## config.mk

```make
export PLATFORM = sky130hd
export DESIGN_NAME = pic_cmd_if
export DESIGN_NICKNAME = d
export VERILOG_FILES = /design/src/rtl/pic_cmd_pkg.sv /design/src/rtl/pic_init_seq.sv /design/src/rtl/pic_op_dec.sv /design/src/rtl/pic_rd_mux.sv /design/src/rtl/pic_cmd_if.sv
export SDC_FILE = /design/constraint.sdc
export NUM_CORES = 1
export LEC_CHECK = 0
export BUFFER_PORTS_ARGS = -buffer_cell sky130_fd_sc_hd__clkbuf_2
export CAP_MARGIN = 20
export CORE_MARGIN = 5
export CORE_UTILIZATION = 45
export CTS_BUF_LIST = sky130_fd_sc_hd__clkbuf_8
export DETAILED_ROUTE_END_ITERATION = 7
export GPL_ROUTABILITY_DRIVEN = 0
export PLACE_DENSITY_LB_ADDON = 0.1
export SETUP_SLACK_MARGIN = 0.2
export SYNTH_ARGS = -nofsm -noshare
export SYNTH_HDL_FRONTEND = slang
export SYNTH_SLANG_ARGS = --single-unit
```

## constraint.sdc

```tcl
create_clock -name clk -period 1.6 [get_ports clk]
set_clock_uncertainty 0.15 [all_clocks]
set_input_delay 0.08 -clock clk [delete_from_list [all_inputs] [get_ports clk]]
set_output_delay 0.08 -clock clk [all_outputs]
set_load 0.01 [all_outputs]
```

## src/rtl/pic_cmd_pkg.sv

```systemverilog
// Shared types for the interrupt controller command interface.
// Assumes an 8-bit bus and eight request inputs.
package pic_cmd_pkg;
    parameter int DATA_W = 8;
    parameter int NUM_IRQ = 8;
    localparam int LVL_W = $clog2(NUM_IRQ);

    typedef enum logic [2:0] {
        ST_IDLE = 3'd0,
        ST_VEC  = 3'd1,
        ST_CASC = 3'd2,
        ST_MODE = 3'd3,
        ST_RUN  = 3'd4
    } init_st_e;

    // Priority command ops (field decoded by the resolver)
    localparam logic [2:0] OP_ROT_CLR  = 3'b000;
    localparam logic [2:0] OP_EOI_NS   = 3'b001;
    localparam logic [2:0] OP_NOP      = 3'b010;
    localparam logic [2:0] OP_EOI_SP   = 3'b011;
    localparam logic [2:0] OP_ROT_SET  = 3'b100;
endpackage

```

## src/rtl/pic_init_seq.sv

```systemverilog
// Initialization sequencer: walks the vector, cascade and mode steps,
// skipping the optional ones, and holds the configuration fields.
// Assumes wr_hit is a single-cycle qualified write strobe.
module pic_init_seq
    import pic_cmd_pkg::*;
#(
    parameter int DW = DATA_W
) (
    input  logic          clk,
    input  logic          rst_n,
    input  logic          wr_hit,
    input  logic          a0,
    input  logic [DW-1:0] wdata,
    output logic          restart,
    output logic          init_done,
    output logic [DW-1:0] vec_base,
    output logic          level_trig,
    output logic          cascade_en,
    output logic [DW-1:0] slave_map,
    output logic          proc_mode,
    output logic          auto_eoi,
    output logic          master_sel,
    output logic          buffered,
    output logic          nest_special
);
    localparam int VLO = LVL_W;

    init_st_e st_q;
    logic need_mode_q;
    logic [DW-VLO-1:0] vec_q;
    logic [4:0] mode_q;
    logic seq_wr;

    // Restart decode and mid-sequence write qualifier
    always_comb begin
        restart = wr_hit && !a0 && wdata[4];
        seq_wr  = wr_hit && !restart;
    end

    // Sequencer state and captured words
    always_ff @(posedge clk) begin
        if (!rst_n) begin
            st_q        <= ST_IDLE;
            need_mode_q <= 1'b0;
            level_trig  <= 1'b0;
            cascade_en  <= 1'b0;
            vec_q       <= '0;
            slave_map   <= '0;
            mode_q      <= '0;
        end else if (restart) begin
            st_q        <= ST_VEC;
            need_mode_q <= wdata[0];
            cascade_en  <= !wdata[1];
            level_trig  <= wdata[3];
            vec_q       <= '0;
            slave_map   <= '0;
            mode_q      <= '0;
        end else if (seq_wr) begin
            case (st_q)
                ST_VEC: begin
                    vec_q <= wdata[DW-1:VLO];
                    if (cascade_en)       st_q <= ST_CASC;
                    else if (need_mode_q) st_q <= ST_MODE;
                    else                  st_q <= ST_RUN;
                end
                ST_CASC: begin
                    slave_map <= wdata;
                    st_q <= need_mode_q ? ST_MODE : ST_RUN;
                end
                ST_MODE: begin
                    mode_q <= wdata[4:0];
                    st_q   <= ST_RUN;
                end
                default: st_q <= st_q;
            endcase
        end
    end

    // Field outputs
    always_comb begin
        init_done    = (st_q == ST_RUN);
        vec_base     = {vec_q, {VLO{1'b0}}};
        proc_mode    = mode_q[0];
        auto_eoi     = mode_q[1];
        master_sel   = mode_q[2];
        buffered     = mode_q[3];
        nest_special = mode_q[4];
    end


    restart_goes_vec_chk: assert property (@(posedge clk) disable iff (!rst_n)
        restart |=> (st_q == ST_VEC && !init_done));

    vec_load_chk: assert property (@(posedge clk) disable iff (!rst_n)
        (seq_wr && st_q == ST_VEC) |=> (vec_base[DW-1:VLO] == $past(wdata[DW-1:VLO])));

    short_seq_done_chk: assert property (@(posedge clk) disable iff (!rst_n)
        (seq_wr && st_q == ST_VEC && !cascade_en && !need_mode_q) |=> init_done);
endmodule

```

## src/rtl/pic_op_dec.sv

```systemverilog
// Operation command decoder: mask loads, priority commands and
// read-select commands, active only after initialization completes.
// Assumes restart comes from the sequencer and wins over all else.
module pic_op_dec
    import pic_cmd_pkg::*;
#(
    parameter int DW = DATA_W,
    parameter int LW = LVL_W
) (
    input  logic          clk,
    input  logic          rst_n,
    input  logic          wr_hit,
    input  logic          rd_hit,
    input  logic          a0,
    input  logic [DW-1:0] wdata,
    input  logic          restart,
    input  logic          init_done,
    output logic [DW-1:0] mask_out,
    output logic          rd_isr,
    output logic          poll_pend,
    output logic          spec_mask,
    output logic          rot_aeoi,
    output logic          cmd_vld,
    output logic [2:0]    cmd_op,
    output logic [LW-1:0] cmd_lvl
);
    logic run_wr, mask_wr, pri_wr, sel_wr;

    // Command class decode
    always_comb begin
        run_wr  = wr_hit && init_done && !restart;
        mask_wr = run_wr && a0;
        pri_wr  = run_wr && !a0 && (wdata[4:3] == 2'b00);
        sel_wr  = run_wr && !a0 && (wdata[4:3] == 2'b01);
    end

    // Mask register
    always_ff @(posedge clk) begin
        if (!rst_n || restart) mask_out <= '0;
        else if (mask_wr)      mask_out <= wdata;
    end

    // Read select, poll arm and special mask flag
    always_ff @(posedge clk) begin
        if (!rst_n || restart) begin
            rd_isr    <= 1'b0;
            poll_pend <= 1'b0;
            spec_mask <= 1'b0;
        end else if (sel_wr) begin
            if (wdata[1]) rd_isr <= wdata[0];
            if (wdata[6]) spec_mask <= wdata[5];
            poll_pend <= wdata[2];
        end else if (rd_hit) begin
            poll_pend <= 1'b0;
        end
    end

    // Priority command pulse and rotate-in-auto-EOI flag
    always_ff @(posedge clk) begin
        if (!rst_n || restart) begin
            cmd_vld  <= 1'b0;
            cmd_op   <= '0;
            cmd_lvl  <= '0;
            rot_aeoi <= 1'b0;
        end else begin
            cmd_vld <= 1'b0;
            if (pri_wr) begin
                case (wdata[7:5])
                    OP_ROT_SET: rot_aeoi <= 1'b1;
                    OP_ROT_CLR: rot_aeoi <= 1'b0;
                    OP_NOP:     ;
                    default: begin
                        cmd_vld <= 1'b1;
                        cmd_op  <= wdata[7:5];
                        cmd_lvl <= wdata[LW-1:0];
                    end
                endcase
            end
        end
    end


    mask_frozen_chk: assert property (@(posedge clk) disable iff (!rst_n)
        (wr_hit && a0 && !init_done) |=> $stable(mask_out));

    cmd_src_chk: assert property (@(posedge clk) disable iff (!rst_n)
        cmd_vld |-> $past(wr_hit && !a0 && wdata[4:3] == 2'b00 && init_done));

    cmd_single_chk: assert property (@(posedge clk) disable iff (!rst_n)
        (cmd_vld && !$past(wr_hit)) |=> !cmd_vld);
endmodule

```

## src/rtl/pic_rd_mux.sv

```systemverilog
// Read data steering among poll word, mask and the resolver vectors.
// Assumes the poll word outranks the address when a poll is armed.
module pic_rd_mux
    import pic_cmd_pkg::*;
#(
    parameter int DW = DATA_W,
    parameter int LW = LVL_W
) (
    input  logic          rd_hit,
    input  logic          a0,
    input  logic          poll_pend,
    input  logic          rd_isr,
    input  logic [DW-1:0] mask_in,
    input  logic [DW-1:0] irr_in,
    input  logic [DW-1:0] isr_in,
    input  logic          poll_hit,
    input  logic [LW-1:0] poll_lvl,
    output logic [DW-1:0] rdata,
    output logic          poll_ack
);
    localparam int PAD = DW - 1 - LW;

    // Select the read source
    always_comb begin
        rdata    = '0;
        poll_ack = 1'b0;
        if (rd_hit) begin
            if (poll_pend) begin
                rdata    = {poll_hit, {PAD{1'b0}}, poll_lvl};
                poll_ack = 1'b1;
            end else if (a0) begin
                rdata = mask_in;
            end else begin
                rdata = rd_isr ? isr_in : irr_in;
            end
        end
    end
endmodule

```

## src/rtl/pic_cmd_if.sv

```systemverilog
// Top of the interrupt controller command interface: qualifies the
// bus strobes and joins sequencer, decoder and read steering.
// Assumes synchronous strobes sampled on the rising edge.
module pic_cmd_if
    import pic_cmd_pkg::*;
(
    input  logic         clk,
    input  logic         rst_n,
    input  logic         cs,
    input  logic         wr_stb,
    input  logic         rd_stb,
    input  logic         a0,
    input  logic [7:0]   wdata,
    output logic [7:0]   rdata,
    input  logic [7:0]   irr_in,
    input  logic [7:0]   isr_in,
    input  logic         poll_hit,
    input  logic [2:0]   poll_lvl,
    input  logic         int_req,
    output logic         int_out,
    output logic         poll_ack,
    output logic         init_done,
    output logic [7:0]   vec_base,
    output logic         level_trig,
    output logic         cascade_en,
    output logic [7:0]   slave_map,
    output logic         proc_mode,
    output logic         auto_eoi,
    output logic         master_sel,
    output logic         buffered,
    output logic         nest_special,
    output logic [7:0]   mask_out,
    output logic         spec_mask,
    output logic         rot_aeoi,
    output logic         cmd_vld,
    output logic [2:0]   cmd_op,
    output logic [2:0]   cmd_lvl
);
    logic wr_hit, rd_hit, restart, rd_isr, poll_pend;

    // Bus strobe qualification and output gating
    always_comb begin
        wr_hit  = cs && wr_stb;
        rd_hit  = cs && rd_stb;
        int_out = int_req && init_done;
    end

    pic_init_seq #(.DW(DATA_W)) seq_i (
        .clk(clk), .rst_n(rst_n), .wr_hit(wr_hit), .a0(a0), .wdata(wdata),
        .restart(restart), .init_done(init_done), .vec_base(vec_base),
        .level_trig(level_trig), .cascade_en(cascade_en), .slave_map(slave_map),
        .proc_mode(proc_mode), .auto_eoi(auto_eoi), .master_sel(master_sel),
        .buffered(buffered), .nest_special(nest_special)
    );

    pic_op_dec #(.DW(DATA_W), .LW(LVL_W)) dec_i (
        .clk(clk), .rst_n(rst_n), .wr_hit(wr_hit), .rd_hit(rd_hit), .a0(a0),
        .wdata(wdata), .restart(restart), .init_done(init_done),
        .mask_out(mask_out), .rd_isr(rd_isr), .poll_pend(poll_pend),
        .spec_mask(spec_mask), .rot_aeoi(rot_aeoi), .cmd_vld(cmd_vld),
        .cmd_op(cmd_op), .cmd_lvl(cmd_lvl)
    );

    pic_rd_mux #(.DW(DATA_W), .LW(LVL_W)) mux_i (
        .rd_hit(rd_hit), .a0(a0), .poll_pend(poll_pend), .rd_isr(rd_isr),
        .mask_in(mask_out), .irr_in(irr_in), .isr_in(isr_in),
        .poll_hit(poll_hit), .poll_lvl(poll_lvl), .rdata(rdata),
        .poll_ack(poll_ack)
    );


    poll_ack_once_chk: assert property (@(posedge clk) disable iff (!rst_n)
        poll_ack |=> !poll_ack);

    int_blocked_chk: assert property (@(posedge clk) disable iff (!rst_n)
        (restart && int_req) |=> !int_out);
endmodule

```

==> impl_metrics.csv <==
group,metric,value,unit
sta,setup_slack,-31.29,ps
clocking,htreeDepth,2,
routing,vias,2174,
pwr,pwr-share-clk,32.4,%
floorplanning,design.portCount,86,
routing,routed_wl,6511,µm
layout,nets,398,
global_route,grt_util_met2,31.59,%
floorplanning,die_y,78.43,µm
routing,drtPass1Iterations,4,
yosys,synth_area_leaders,"dfxtp_1 41%, mux2i_1 8.6%, nand2_1 6.6%",
yosys,synth_cell_types,37,
clocking,clk_pin_slew,80,ps
layout,antenna_cells,0,
sta,worst_pin_slew,1056,ps
sta,finalSetupTns,-81.52,ps
layout,final_layout_size_suffix_gt1_share,47.53,%
pwr,internal_power,1.474,mW
sta,relSlewSlack,29.45,%
setup_path,required,1610,ps
clocking,clk_latency,290,ps
yosys,synth_edf_count,0,
global_route,grt_max_degree,23,
yosys,synth_area_per_cell,8.263,µm²
min_path,min_path_type,"input port to register",
global_route,use_met1,27.61,%
global_route,grt_pass1_wl,10030,µm
run,drv_cap,0,
layout,fill_cells,358,
floorplanning,start_util,47.41,%
layout,utilization,71.79,%
clocking,cts.path.max_buffers,2,
sta,setup_viol,4,
setup_path,path_class,"register to register",
sta,fin_crit,1631,ps
pwr,p_total,1.984,mW
place,preCtsSetupSlack,-35.99,ps
yosys,yosys_warnings,0,
status,violations,"negative setup slack",
global_route,grt_overflow_total,0,
place,port_buffers,82,
yosys,ys_async_sr_fraction,0,%
status,status,"complete, but fails checks",
sta,holdWs,25.51,ps
global_route,antenna_found_initial,0,
global_route,grt.busiest_layer,"met2",
clocking,cts-root-buf,"clkbuf_8",
pwr,cellLeakagePower,1.378,nW
clocking,cts_tree,"done",
setup_path,critical_path_arrival,1640,ps
pwr,combPwrFrac,13.4,%
yosys,synth_area,2107,µm²
sta,rsz0062_at_grt,"yes",
global_route,grt_pass1_vias,1978,
yosys,yosysTopAreaCell,"dfxtp_1",
place,dpl_cell_area,2628,µm²
sta,fin_crit_sh,102.0,%
yosys,seq_area_frac_synth,40.86,%
floorplanning,rows,24,
setup_path,setup.worst_path.end_class,"register",
layout,seq_area,865.8,µm²
global_route,grt_usage,20.58,%
pwr,switching_power,510.2,µW
floorplanning,die_x,78.43,µm
layout,design_area,3191,µm²
pwr,peakVddDrop,0.6556,mV
pwr,cellPowerDensity,621.9,nW/µm²
sta,maxSlewViolCount,0,
setup_path,cp_max_fo,8,
sta,fmax,0.6130,GHz
routing,drtAntennaViolNets,0,
yosys,yosysTopAreaCellShare,40.86,%
floorplanning,die_area,6150,µm²
setup_path,start_kind,"register",
pwr,sequentialPowerShare,54.2,%
clocking,tritoncts_num_sinks,43,
global_route,gr-usage-met3,6.636,%
layout,instances_no_fill,416,
routing,drtIter0Drc,129,
place,dp.cells,384,
layout,area_growth,51.43,%
floorplanning,coreArea,4444,µm²
yosys,synth-seq-cells,43,
yosys,synthFlopType,"dfxtp_1",
routing,route.detailed.drc,0,
yosys,netlist_instances,255,
clocking,numCtsBuffers,5,
routing,vias_per_cell,5.226,
pwr,swShare,25.71,%
routing,wl_per_cell,15.65,µm
layout,multi_input_area,1365,µm²
sta,hold_violations,0,
place,hpwlAfterDp,4260,µm
worst paths after layout:
kind / from / end / slack (ps) / cells after the start
worst max-delay path: seq_i.st_q[1] / dec_i.mask_out[7] / -30 / 5
worst min-delay path: wdata[5] / dec_i.mask_out[5] / 30 / 3
worst max register to register: seq_i.st_q[1] / dec_i.mask_out[7] / -30 / 5
worst min register to register: seq_i.mode_q[3] / seq_i.mode_q[3] / 300 / 2
cell type report:
class / instances / share of cell area [%]
clock buffer: 5 / 2.157
clock inverter: 3 / 0.3922
inverter: 1 / 0.2745
multi-input combinational: 191 / 42.78
sequential: 43 / 27.14
tap: 52 / 2.039
timing repair buffer: 121 / 25.22
power by group through the flow:
stage                     registers [mW]  logic, mW  clock network, mW
after global routing                1.08      0.287              0.719
after global placement              1.10      0.204                  0
after detailed placement            1.10      0.207                  0
after floorplan                     1.10      0.116                  0
after CTS                           1.08      0.249              0.669
final                               1.08      0.265              0.643
timing repair:
action | 4_1_cts | 5_1_grt
buffers inserted | 8 | 4
setup endpoints to repair | 33 | 49
hold endpoints to repair | 21 | 0
gates cloned | 1 | 0
resized for setup | 41 | 31
hold buffers | 11 | 0
pin swaps | 14 | 11
state kept, by name, indices dropped and copies added (netlist names):
| name | count |
|---|---|
| dec_i.mask_out | 8 |
| seq_i.slave_map | 8 |
| seq_i.mode_q | 5 |
| seq_i.vec_q | 5 |
| dec_i.cmd_lvl | 3 |
| dec_i.cmd_op | 3 |
| seq_i.st_q | 3 |
| dec_i.cmd_vld | 1 |
| dec_i.poll_pend | 1 |
| dec_i.rd_isr | 1 |
| dec_i.rot_aeoi | 1 |
| dec_i.spec_mask | 1 |
| seq_i.cascade_en | 1 |
| seq_i.level_trig | 1 |
| seq_i.need_mode_q | 1 |
cells by family after synthesis:
logic type	Yosys count	share of synthesized area, %
AND/OR/NAND/NOR	117	30.94
AO/OA/AOI/OAI	53	13.95
flip-flops	43	40.86
buffers and inverters	23	5.522
multiplexers	18	8.551
other	1	0.1780
critical path, cell delays in order (launching register included):
cell and delay (ps):
dfxtp_2 320, or3b_4 430, clkinv_4 100, nand4_4 200, mux2i_1 240, nor2_1 70
synthesized netlist by cell type (3+ instances only):
cell,number
a21oi_1,13
nor4_4,3
dfxtp_1,43
mux2i_1,18
o21ai_0,7
o21ai_1,23
nor2_1,22
clkbuf_1,10
nand4_1,3
nor2b_1,6
buf_2,5
buf_4,4
nand2_1,37
nand3_1,27
and2_1,5
routing by layer:
metal | vias to the layer above | part of all wire [%] | wire length (µm)
li1 | 1098 | - | -
met1 | 1001 | 44 | 2877
met2 | 73 | 47 | 3082
met3 | 2 | 8.1 | 528
met4 | 0 | 0.35 | 23
met5 | - | 0 | 0
cell usage in the layout (no fill, tap or decap), types with 2 or more instances in the layout:
cell type / Yosys / layout
mux2i_1: 18 / 18
a32o_1: 2 / 2
nor2b_1: 6 / 5
o21a_1: 2 / 2
conb_1: 1 / 3
inv_1: 0 / 2
a21oi_2: 0 / 2
nand3_1: 27 / 3
dfxtp_2: 0 / 4
a31oi_1: 2 / 2
a21oi_1: 13 / 11
dfxtp_1: 43 / 39
nand4_1: 3 / 3
nor4_4: 3 / 3
buf_2: 5 / 3
dlygate4sd3_1: 0 / 11
nor3_4: 0 / 2
nand3_2: 0 / 23
and2_4: 0 / 3
nand2_1: 37 / 35
clkbuf_8: 0 / 5
buf_8: 0 / 2
o21ai_2: 0 / 4
o21ai_0: 7 / 2
clkbuf_2: 1 / 77
nand2_2: 0 / 2
o21ai_1: 23 / 24
buf_4: 4 / 16
buf_6: 1 / 11
nor2_1: 22 / 22
or2_2: 2 / 2
Power figures use the tool's default switching activity.
